$ cat config.mk
export PLATFORM = sky130hd
export DESIGN_NAME = morph_filter
export DESIGN_NICKNAME = d
export VERILOG_FILES = /design/src/rtl/mf_pkg.sv /design/src/rtl/mf_ctrl.sv /design/src/rtl/mf_datapath.sv /design/src/rtl/morph_filter.sv
export SDC_FILE = /design/constraint.sdc
export NUM_CORES = 2
export LEC_CHECK = 0
export BUFFER_PORTS_ARGS = -buffer_cell sky130_fd_sc_hd__buf_2
export CORE_UTILIZATION = 60
export DETAILED_ROUTE_END_ITERATION = 8
export GPL_ROUTABILITY_DRIVEN = 0
export PLACE_DENSITY = 0.79
export SKIP_CTS_REPAIR_TIMING = 1
export SLEW_MARGIN = 20
export SYNTH_ARGS = -nofsm -noshare
export SYNTH_HDL_FRONTEND = slang
export SYNTH_SLANG_ARGS = --single-unit
$ cat constraint.sdc
create_clock -name clk -period 4 [get_ports clk]
set_clock_uncertainty 0.05 [all_clocks]
set_input_delay 0.4 -clock clk [delete_from_list [all_inputs] [get_ports clk]]
set_output_delay 0.4 -clock clk [all_outputs]
set_load 0.1 [all_outputs]
$ cat src/rtl/mf_pkg.sv
package mf_pkg;

  typedef enum logic [1:0] {
    OP_ERODE  = 2'd0,
    OP_DILATE = 2'd1,
    OP_GRAD   = 2'd2
  } mfOp_e;

  typedef struct packed {
    logic  go;
    mfOp_e op;
    logic  binEn;
  } ctrlStrobe_t;

endpackage

$ cat src/rtl/mf_ctrl.sv
module mf_ctrl
  import mf_pkg::*;
#(
  parameter int WIN   = 7,
  parameter int PIX_W = 8
) (
  input  logic                  clk,
  input  logic                  rst_n,
  input  logic                  winValid,
  input  logic                  winSof,
  input  logic [1:0]            cfgOp,
  input  logic [1:0]            cfgShape,
  input  logic [1:0]            cfgSize,
  input  logic [WIN*WIN-1:0]    cfgMask,
  input  logic                  cfgBinEn,
  input  logic [PIX_W-1:0]      cfgThresh,
  output ctrlStrobe_t           strobe,
  output logic [WIN*WIN-1:0]    enMask,
  output logic [PIX_W-1:0]      threshOut
);
  localparam int CELLS = WIN * WIN;
  localparam int CTR   = WIN / 2;

  logic               takeCfg;
  mfOp_e              heldOp, effOp;
  logic [1:0]         heldShape, effShape, heldSize, effSize;
  logic [CELLS-1:0]   heldMask, effMask;
  logic               heldBin, effBin;
  logic [PIX_W-1:0]   heldTh;
  int                 half;
  int                 side;

  function automatic mfOp_e decodeOp(input logic [1:0] code);
    case (code)
      2'd0:    return OP_ERODE;
      2'd1:    return OP_DILATE;
      default: return OP_GRAD;
    endcase
  endfunction

  assign takeCfg = winValid && winSof;

  always_ff @(posedge clk or negedge rst_n) begin
    if (!rst_n) begin
      heldOp    <= OP_ERODE;
      heldShape <= 2'd1;
      heldSize  <= 2'd0;
      heldMask  <= '0;
      heldBin   <= 1'b0;
      heldTh    <= '0;
    end else if (takeCfg) begin
      heldOp    <= decodeOp(cfgOp);
      heldShape <= cfgShape;
      heldSize  <= cfgSize;
      heldMask  <= cfgMask;
      heldBin   <= cfgBinEn;
      heldTh    <= cfgThresh;
    end
  end

  // the start-of-frame window already uses its own setting
  assign effOp     = takeCfg ? decodeOp(cfgOp) : heldOp;
  assign effShape  = takeCfg ? cfgShape : heldShape;
  assign effSize   = takeCfg ? cfgSize : heldSize;
  assign effMask   = takeCfg ? cfgMask : heldMask;
  assign effBin    = takeCfg ? cfgBinEn : heldBin;
  assign threshOut = takeCfg ? cfgThresh : heldTh;

  always_comb begin
    case (effSize)
      2'd0:    half = 1;
      2'd1:    half = 2;
      default: half = 3;
    endcase
    if (half > CTR) half = CTR;
    side = 2 * half + 1;
  end

  always_comb begin
    enMask = '0;
    for (int r = 0; r < WIN; r++) begin
      for (int c = 0; c < WIN; c++) begin
        logic inWin, shapeBit;
        inWin = ((r > CTR) ? (r - CTR) : (CTR - r)) <= half &&
                ((c > CTR) ? (c - CTR) : (CTR - c)) <= half;
        case (effShape)
          2'd0:    shapeBit = (r == CTR) || (c == CTR);
          2'd1:    shapeBit = 1'b1;
          default: shapeBit = effMask[r*WIN+c];
        endcase
        enMask[r*WIN+c] = inWin && shapeBit;
      end
    end
  end

  assign strobe.go    = winValid;
  assign strobe.op    = effOp;
  assign strobe.binEn = effBin;

  // never more cells than the selected kernel holds
  p_mask_count_r5: assert property (@(posedge clk) disable iff (!rst_n)
    winValid |-> $countones(enMask) <= side * side);

  // the cross occupies one row and one column of the kernel
  p_cross_count_r4: assert property (@(posedge clk) disable iff (!rst_n)
    (winValid && effShape == 2'd0) |-> $countones(enMask) == 2 * side - 1);

  // setting only moves on a start-of-frame window
  p_cfg_hold_r8: assert property (@(posedge clk) disable iff (!rst_n)
    !takeCfg |=> ($stable(heldOp) && $stable(heldMask) && $stable(heldSize) &&
                  $stable(heldShape) && $stable(heldBin) && $stable(heldTh)));
endmodule

$ cat src/rtl/mf_datapath.sv
module mf_datapath
  import mf_pkg::*;
#(
  parameter int WIN   = 7,
  parameter int PIX_W = 8
) (
  input  logic                     clk,
  input  logic                     rst_n,
  input  ctrlStrobe_t              strobe,
  input  logic [WIN*WIN-1:0]       enMask,
  input  logic [PIX_W-1:0]         thresh,
  input  logic [WIN*WIN*PIX_W-1:0] winPix,
  output logic                     outValid,
  output logic [PIX_W-1:0]         outPix
);
  localparam int CELLS  = WIN * WIN;
  localparam int LEVELS = $clog2(CELLS);
  localparam int NPAD   = 1 << LEVELS;
  localparam logic [PIX_W-1:0] FULL = '1;

  // heap layout: node 1 is the root, leaves sit at NPAD .. 2*NPAD-1
  logic [PIX_W-1:0] mnNode [1:2*NPAD-1];
  logic [PIX_W-1:0] mxNode [1:2*NPAD-1];

  logic             vldP [0:LEVELS];
  logic             anyP [0:LEVELS];
  mfOp_e            opP  [0:LEVELS];
  logic             binP [0:LEVELS];
  logic [PIX_W-1:0] thP  [0:LEVELS];

  logic [PIX_W-1:0] selRes, finalRes;
  logic             outBin;

  always_ff @(posedge clk) begin
    for (int j = 0; j < CELLS; j++) begin
      mnNode[NPAD+j] <= enMask[j] ? winPix[j*PIX_W +: PIX_W] : FULL;
      mxNode[NPAD+j] <= enMask[j] ? winPix[j*PIX_W +: PIX_W] : '0;
    end
    for (int j = CELLS; j < NPAD; j++) begin
      mnNode[NPAD+j] <= FULL;
      mxNode[NPAD+j] <= '0;
    end
    for (int k = 1; k < NPAD; k++) begin
      mnNode[k] <= (mnNode[2*k] < mnNode[2*k+1]) ? mnNode[2*k] : mnNode[2*k+1];
      mxNode[k] <= (mxNode[2*k] > mxNode[2*k+1]) ? mxNode[2*k] : mxNode[2*k+1];
    end
  end

  always_ff @(posedge clk or negedge rst_n) begin
    if (!rst_n) begin
      for (int s = 0; s <= LEVELS; s++) vldP[s] <= 1'b0;
    end else begin
      vldP[0] <= strobe.go;
      for (int s = 1; s <= LEVELS; s++) vldP[s] <= vldP[s-1];
    end
  end

  always_ff @(posedge clk) begin
    anyP[0] <= |enMask;
    opP[0]  <= strobe.op;
    binP[0] <= strobe.binEn;
    thP[0]  <= thresh;
    for (int s = 1; s <= LEVELS; s++) begin
      anyP[s] <= anyP[s-1];
      opP[s]  <= opP[s-1];
      binP[s] <= binP[s-1];
      thP[s]  <= thP[s-1];
    end
  end

  always_comb begin
    case (opP[LEVELS])
      OP_ERODE:  selRes = mnNode[1];
      OP_DILATE: selRes = mxNode[1];
      default:   selRes = (mxNode[1] >= mnNode[1]) ? mxNode[1] - mnNode[1] : '0;
    endcase
    if (binP[LEVELS]) finalRes = (selRes >= thP[LEVELS]) ? FULL : '0;
    else              finalRes = selRes;
  end

  always_ff @(posedge clk or negedge rst_n) begin
    if (!rst_n) begin
      outValid <= 1'b0;
      outPix   <= '0;
      outBin   <= 1'b0;
    end else begin
      outValid <= vldP[LEVELS];
      outBin   <= binP[LEVELS];
      if (vldP[LEVELS]) outPix <= finalRes;
    end
  end

  // the two trees agree whenever any cell is enabled
  p_min_le_max_r1: assert property (@(posedge clk) disable iff (!rst_n)
    (vldP[LEVELS] && anyP[LEVELS]) |-> mnNode[1] <= mxNode[1]);

  // an empty element leaves the fill values at the root
  p_empty_fill_r6: assert property (@(posedge clk) disable iff (!rst_n)
    (vldP[LEVELS] && !anyP[LEVELS]) |-> (mnNode[1] == FULL && mxNode[1] == '0));

  // a binarized output has only two levels
  p_bin_levels_r7: assert property (@(posedge clk) disable iff (!rst_n)
    (outValid && outBin) |-> (outPix == '0 || outPix == FULL));
endmodule

$ cat src/rtl/morph_filter.sv
module morph_filter
  import mf_pkg::*;
#(
  parameter int WIN   = 7,
  parameter int PIX_W = 8
) (
  input  logic                     clk,
  input  logic                     rst_n,
  input  logic                     winValid,
  input  logic                     winSof,
  input  logic [WIN*WIN*PIX_W-1:0] winPix,
  input  logic [1:0]               cfgOp,
  input  logic [1:0]               cfgShape,
  input  logic [1:0]               cfgSize,
  input  logic [WIN*WIN-1:0]       cfgMask,
  input  logic                     cfgBinEn,
  input  logic [PIX_W-1:0]         cfgThresh,
  output logic                     outValid,
  output logic [PIX_W-1:0]         outPix
);
  localparam int CELLS = WIN * WIN;
  localparam int LAT   = $clog2(CELLS) + 2;
  localparam int CW    = $clog2(LAT + 2) + 1;

  ctrlStrobe_t      strobe;
  logic [CELLS-1:0] enMask;
  logic [PIX_W-1:0] threshSel;
  logic [CW-1:0]    inFlight;

  mf_ctrl #(.WIN(WIN), .PIX_W(PIX_W)) u_ctrl (
    .clk(clk), .rst_n(rst_n), .winValid(winValid), .winSof(winSof),
    .cfgOp(cfgOp), .cfgShape(cfgShape), .cfgSize(cfgSize), .cfgMask(cfgMask),
    .cfgBinEn(cfgBinEn), .cfgThresh(cfgThresh),
    .strobe(strobe), .enMask(enMask), .threshOut(threshSel)
  );

  mf_datapath #(.WIN(WIN), .PIX_W(PIX_W)) u_dp (
    .clk(clk), .rst_n(rst_n), .strobe(strobe), .enMask(enMask),
    .thresh(threshSel), .winPix(winPix),
    .outValid(outValid), .outPix(outPix)
  );

  // windows accepted but not yet delivered
  always_ff @(posedge clk or negedge rst_n) begin
    if (!rst_n) inFlight <= '0;
    else        inFlight <= inFlight + CW'(winValid) - CW'(outValid);
  end

  // no result without an accepted window
  p_no_orphan_r9: assert property (@(posedge clk) disable iff (!rst_n)
    outValid |-> inFlight != '0);

  // occupancy is bounded by the fixed latency
  p_inflight_bound_r9: assert property (@(posedge clk) disable iff (!rst_n)
    inFlight <= CW'(LAT));
endmodule

Word level (Yosys, flattened, before mapping)

Memory sizes are Yosys's and may differ from the RTL's.
Cells that the tools add are included.
Widths: inputs -> output; s select.

Shift-type cells: 0
Equality and inequality tests: 4
$add $sub $neg: 1
Multiplexer cells: 286
Bitwise logic cells: 0
Reduce and logical (&&, ||, !) cells: 61
Div/mod/pow operators: 0
$mul: 0
$lt $le $gt $ge: 133

Operators by type and width:

| operator           | number |
|---|---|
| $mux 8             | 228 |
| $gt 8x8->1         | 63 |
| $lt 8x8->1         | 63 |
| $pmux 1 s2         | 36 |
| $logic_and 1x1->1  | 56 |
| $mux 49            | 1 |
| $ge 8x8->1         | 2 |
| $pmux 8 s2         | 1 |
| $mux 1             | 14 |
| $eq 2x1->1 const B | 4 |
| $logic_not 2->1    | 4 |
| $mux 2             | 4 |
| $pmux 2 s2         | 2 |
| $sub 8x8->8        | 1 |
| $le 1x2->1 const A | 2 |
| $le 2x2->1 const A | 2 |
| $gt 2x2->1 const B | 1 |
| $reduce_or 2->1    | 1 |

Memories: 5
Flip-flop bits (word level): 80
Logic and storage cells: 505
Bits in latches: 0
Output and inout bits: 9
Bits in writable memories: 2109
Bits in read-only memories: 0

Memories:

| memory      | words | bits a word | read ports | clocked after memory_dff | wr ports | line              | source |
|---|---|---|---|---|---|---|---|
| u_dp.mnNode | 127   | 8           | 127        | 0                        | 127      | mf_datapath.sv:22 | `logic [PIX_W-1:0] mnNode [1:2*NPAD-1];` |
| u_dp.mxNode | 127   | 8           | 127        | 0                        | 127      | mf_datapath.sv:23 | `logic [PIX_W-1:0] mxNode [1:2*NPAD-1];` |
| u_dp.thP    | 7     | 8           | 7          | 0                        | 7        | mf_datapath.sv:29 | `logic [PIX_W-1:0] thP [0:LEVELS];` |
| u_dp.opP    | 7     | 2           | 7          | 0                        | 7        | mf_datapath.sv:27 | `mfOp_e opP [0:LEVELS];` |
| u_dp.binP   | 7     | 1           | 7          | 0                        | 7        | mf_datapath.sv:28 | `logic binP [0:LEVELS];` |

Depth between registers and ports, before layout

Depth after elaboration: 10
Mapped depth: 16
Mapped depth without buffers: 16

Modules after synthesis

A second synthesis with hierarchy kept.

Cell total of the unflattened synthesis: 6367
Area, all modules: 71105.7 µm²

Modules (own cells, without submodules):

| module      | seq. area each (µm²) | instances | cells an instance | area each (µm²) |
|---|---|---|---|---|
| mf_datapath | 34292.9              | 1         | 5991              | 67780.0 |
| mf_ctrl     | 1602.8               | 1         | 376               | 3325.7 |

Worst setup path before layout

No wires, ideal clock.

Kind: register to register
From: register, netlist name u_dp.mxNode[0][8]
To: register u_dp.outPix[4]
Slack: 0.802 ns
Arrival: 3.002 ns
Stages on the path, launching flop included: 16
Buffers on the path: 0
Data required time: 3.804 ns
Period minus slack after synthesis: 3.198 ns
Library setup time: 0.146 ns
Path through: dfxtp_1 inv_1 ha_1 inv_1 fa_1 a21oi_1 o2111a_1 o21ai_0 and2_1 a21o_1 ha_1 and3_1 a22oi_1 nand4b_1 a31oi_1 nor3_1

RTL lines:

| element              | line              | source |
|---|---|---|
| to (signal assigned) | mf_datapath.sv:89 | `if (vldP[LEVELS]) outPix <= finalRes;` |
| to (decl)            | mf_datapath.sv:14 | `output logic [PIX_W-1:0] outPix` |

==> impl_metrics.json <==
{
  "synth-seq-cells": 1773,
  "area_growth_pct": 20.3,
  "final_common_cell": "dfxtp_1",
  "die-area_sq_mm": 0.119,
  "path_cells": "inv_1, ha_1, inv_1, fa_1, a21oi_1, o2111a_1, o21ai_0, and2_1, a21o_1, ha_1, and3_1, a22oi_1, nand4b_1, a31oi_2, nor3_1",
  "syn_nets": 7431,
  "worst_ir_drop_vdd_mv": 0.523,
  "layout.nets": 8370,
  "synth_ff_type": "dfxtp_1",
  "syn_area_per_cell_sq_um": 11.3,
  "viasPerCell": 5.28,
  "synth_edf_count": 0,
  "ys_warn_count": 0,
  "cellPowerDensity_mw_per_mm2": 710,
  "htreeDepth": 4,
  "hold_violations": 0,
  "wl_mm": 173,
  "maxSlewHeadroom_pct": 49.3,
  "leakagePower_nw": 39.5,
  "track_usage_pct": 26.4,
  "cp-end-kind": "flop",
  "final_util_pct": 73.0,
  "maxSlewViolCount": 0,
  "fin_crit_ps": 3560,
  "grt_max_degree": 42,
  "cts_buffers": 173,
  "synth_cell_types": 54,
  "clkTransAtPathRegs_ps": 60,
  "worstPathArrival_ps": 4140,
  "critPathKind": "flop to flop",
  "setup_violations": 0,
  "final_cell_mix": "dfxtp_1, mux2_2, inv_1, ha_1, buf_2",
  "worstPathMaxFanout": 8,
  "worstSkewPairLatency_ps": 780,
  "finalWorstSetupSlack_ps": 441,
  "cts-root-buf": "clkbuf_16",
  "final_area_sq_mm": 0.0850,
  "hold_path_class": "input pin to async pin",
  "grt_pass1_vias": 45719,
  "startpoint_type": "flop",
  "drt-pass1-iter-count": 8,
  "pre_cts_ws_ps": 339,
  "antenna_found_initial": 39,
  "detail_route.wl_per_cell_um": 19.5,
  "rows": 125,
  "first_iter_violations": 2425,
  "die_h_um": 345,
  "drive_gt1_share_pct": 23.5,
  "yosysSeqAreaShare_pct": 50.8,
  "numPortBuffers": 468,
  "syn_area_sq_mm": 0.0706,
  "tightest_slew_ps": 761,
  "status": "completed",
  "boundaryPins": 469,
  "clock_path_buffers": 3,
  "busiest_layer": "met2",
  "crit_slowest_cell": "fa_1",
  "async_flop_share_pct": 4.51,
  "period_share_pct": 89.0,
  "setup_tns_ps": 0,
  "die_w_um": 345,
  "use_met1_pct": 33.3,
  "grtUsageMet2_pct": 44.8,
  "critPathMaxStageDelay_ps": 400,
  "dpl-instance-area_sq_mm": 0.0743,
  "start_util_pct": 60.6,
  "drcViolationCount": 0,
  "design.core.area_sq_mm": 0.117,
  "synthCells": 6234,
  "cts_tree": "yes",
  "ant_nets": 0,
  "grt_pass1_wl_mm": 247,
  "vias": 46784,
  "required_ps": 4580,
  "max_freq_ghz": 0.281,
  "globalRouteMet3Util_pct": 5.33,
  "rsz0062_at_grt": "false",
  "gr-total-overflow": 0,
  "max_cap_violations": 0,
  "clkSinkCount": 1773,
  "dp_hpwl_mm": 120
}
## registers in the layout, summed over array words and instances, names as in the netlist, 7 cells and up
name             cells
u_ctrl.heldMask     49
u_ctrl.heldTh        8
u_dp.binP            7
u_dp.mnNode        808
u_dp.mxNode        808
u_dp.opP            14
u_dp.outPix          8
u_dp.thP            56
u_dp.vldP            7
## final timing paths
path	from	endpoint	slack, ps	depth (start not counted)
min in group clk	u_dp.thP[2][4]	u_dp.thP[3][4]	270	0
setup / recovery	u_dp.mxNode[0][8]	u_dp.outPix[5]	440	15
hold / removal	rst_n	u_ctrl.heldMask[10]	90	2
setup reg to reg	u_dp.mxNode[0][8]	u_dp.outPix[5]	440	15
max in group asynchronous	rst_n	u_ctrl.heldMask[17]	2860	3
hold reg to reg	u_dp.thP[2][4]	u_dp.thP[3][4]	270	0
## metrics by stage
step	total power (W)	hold slack [ps]	cells
4_1_cts	0.0599	-519	8384
5_1_grt	0.0637	79.7	8857
3_5_place_dp	0.0426	262	8066
6_report	0.0603	86.6	8862
2_1_floorplan	0.0378	54.4	6234
3_3_place_gp	0.0420	261	8066
## cell usage after synthesis, types with 2 or more instances
master    count  area [sq um]
nor2_1       64           240
a21oi_2      54           473
dfxtp_1    1693         33900
o31a_1       39           342
xnor2_1       3          26.3
a21oi_4      26           423
mux2_2      830          9350
xor2_1        3          26.3
nand3_1       2          10.0
mux2i_1       8          80.1
nor3_1       11          55.1
buf_2        35           175
or3_1        64           400
o21ai_0     102           510
or2_2         9          56.3
buf_6         4          45.0
clkbuf_1    130           488
nand2b_1    422          2640
a31oi_1       2          12.5
nand2_1      42           158
o21a_1       20           150
buf_4         3          22.5
o22ai_1      47           294
a31o_2        2          17.5
nand3b_1      2          15.0
o21ai_2       9          78.8
a21oi_1     190           951
nand2_2       5          31.3
a211oi_1      3          22.5
nand4_1     145           907
ha_1        736          9210
nor2b_1      88           551
dfrtp_1      79          1980
nor2_2        5          31.3
and2_1      394          2460
a21o_1      195          1460
o211ai_1     11          82.6
inv_1       741          2780
## area by class of cell
cell class | instances | area (sq um)
multi-input cells | 3546 | 31300
fillers | 7677 | 31500
well taps | 1524 | 1910
repair buffers | 937 | 7040
inverters | 742 | 2790
clock buffers | 239 | 4990
flip-flops and latches | 1773 | 35900
diodes | 22 | 55.1
clock inverters | 79 | 1070
## layer usage
layer  up-vias  share of wire, %
li1      22829                 -
met1     22288                43
met2      1169                48
met3       466               4.3
met4        32               4.0
met5         -              0.11
## worst max-delay path, delay by kind of cell (launching register included)
kind | cells | cell delay, ps
and+or+nand+nor | 4 | 670
adders and majority gates | 3 | 810
AOI/OAI and AO/OA | 6 | 1490
buffers and inverters | 2 | 100
DFF | 1 | 310
## cell families (layout without fill, tap and decap cells)
kind of cell               after synthesis  after routing  share of synthesized area, %
DFF                                   1773           1773                          50.8
and+or+nand+nor                       1257           1257                          10.8
other                                    0             22                             0
xor gates and xnor gates                 6              6                        0.0744
AOI/OAI and AO/OA                      707            707                          6.94
buffers and inverters                  915           1997                          4.98
muxes                                  839            839                          13.4
adders and majority gates              737            737                          13.1
## power breakdown
| part | total (W) | switching, W | internal (W) |
|---|---|---|---|
| combinational | 0.0193 | 0.00959 | 0.00967 |
| clock | 0.0172 | 0.00692 | 0.0102 |
| sequential | 0.0239 | 0.00239 | 0.0215 |
(Power assumes the default switching activity.)
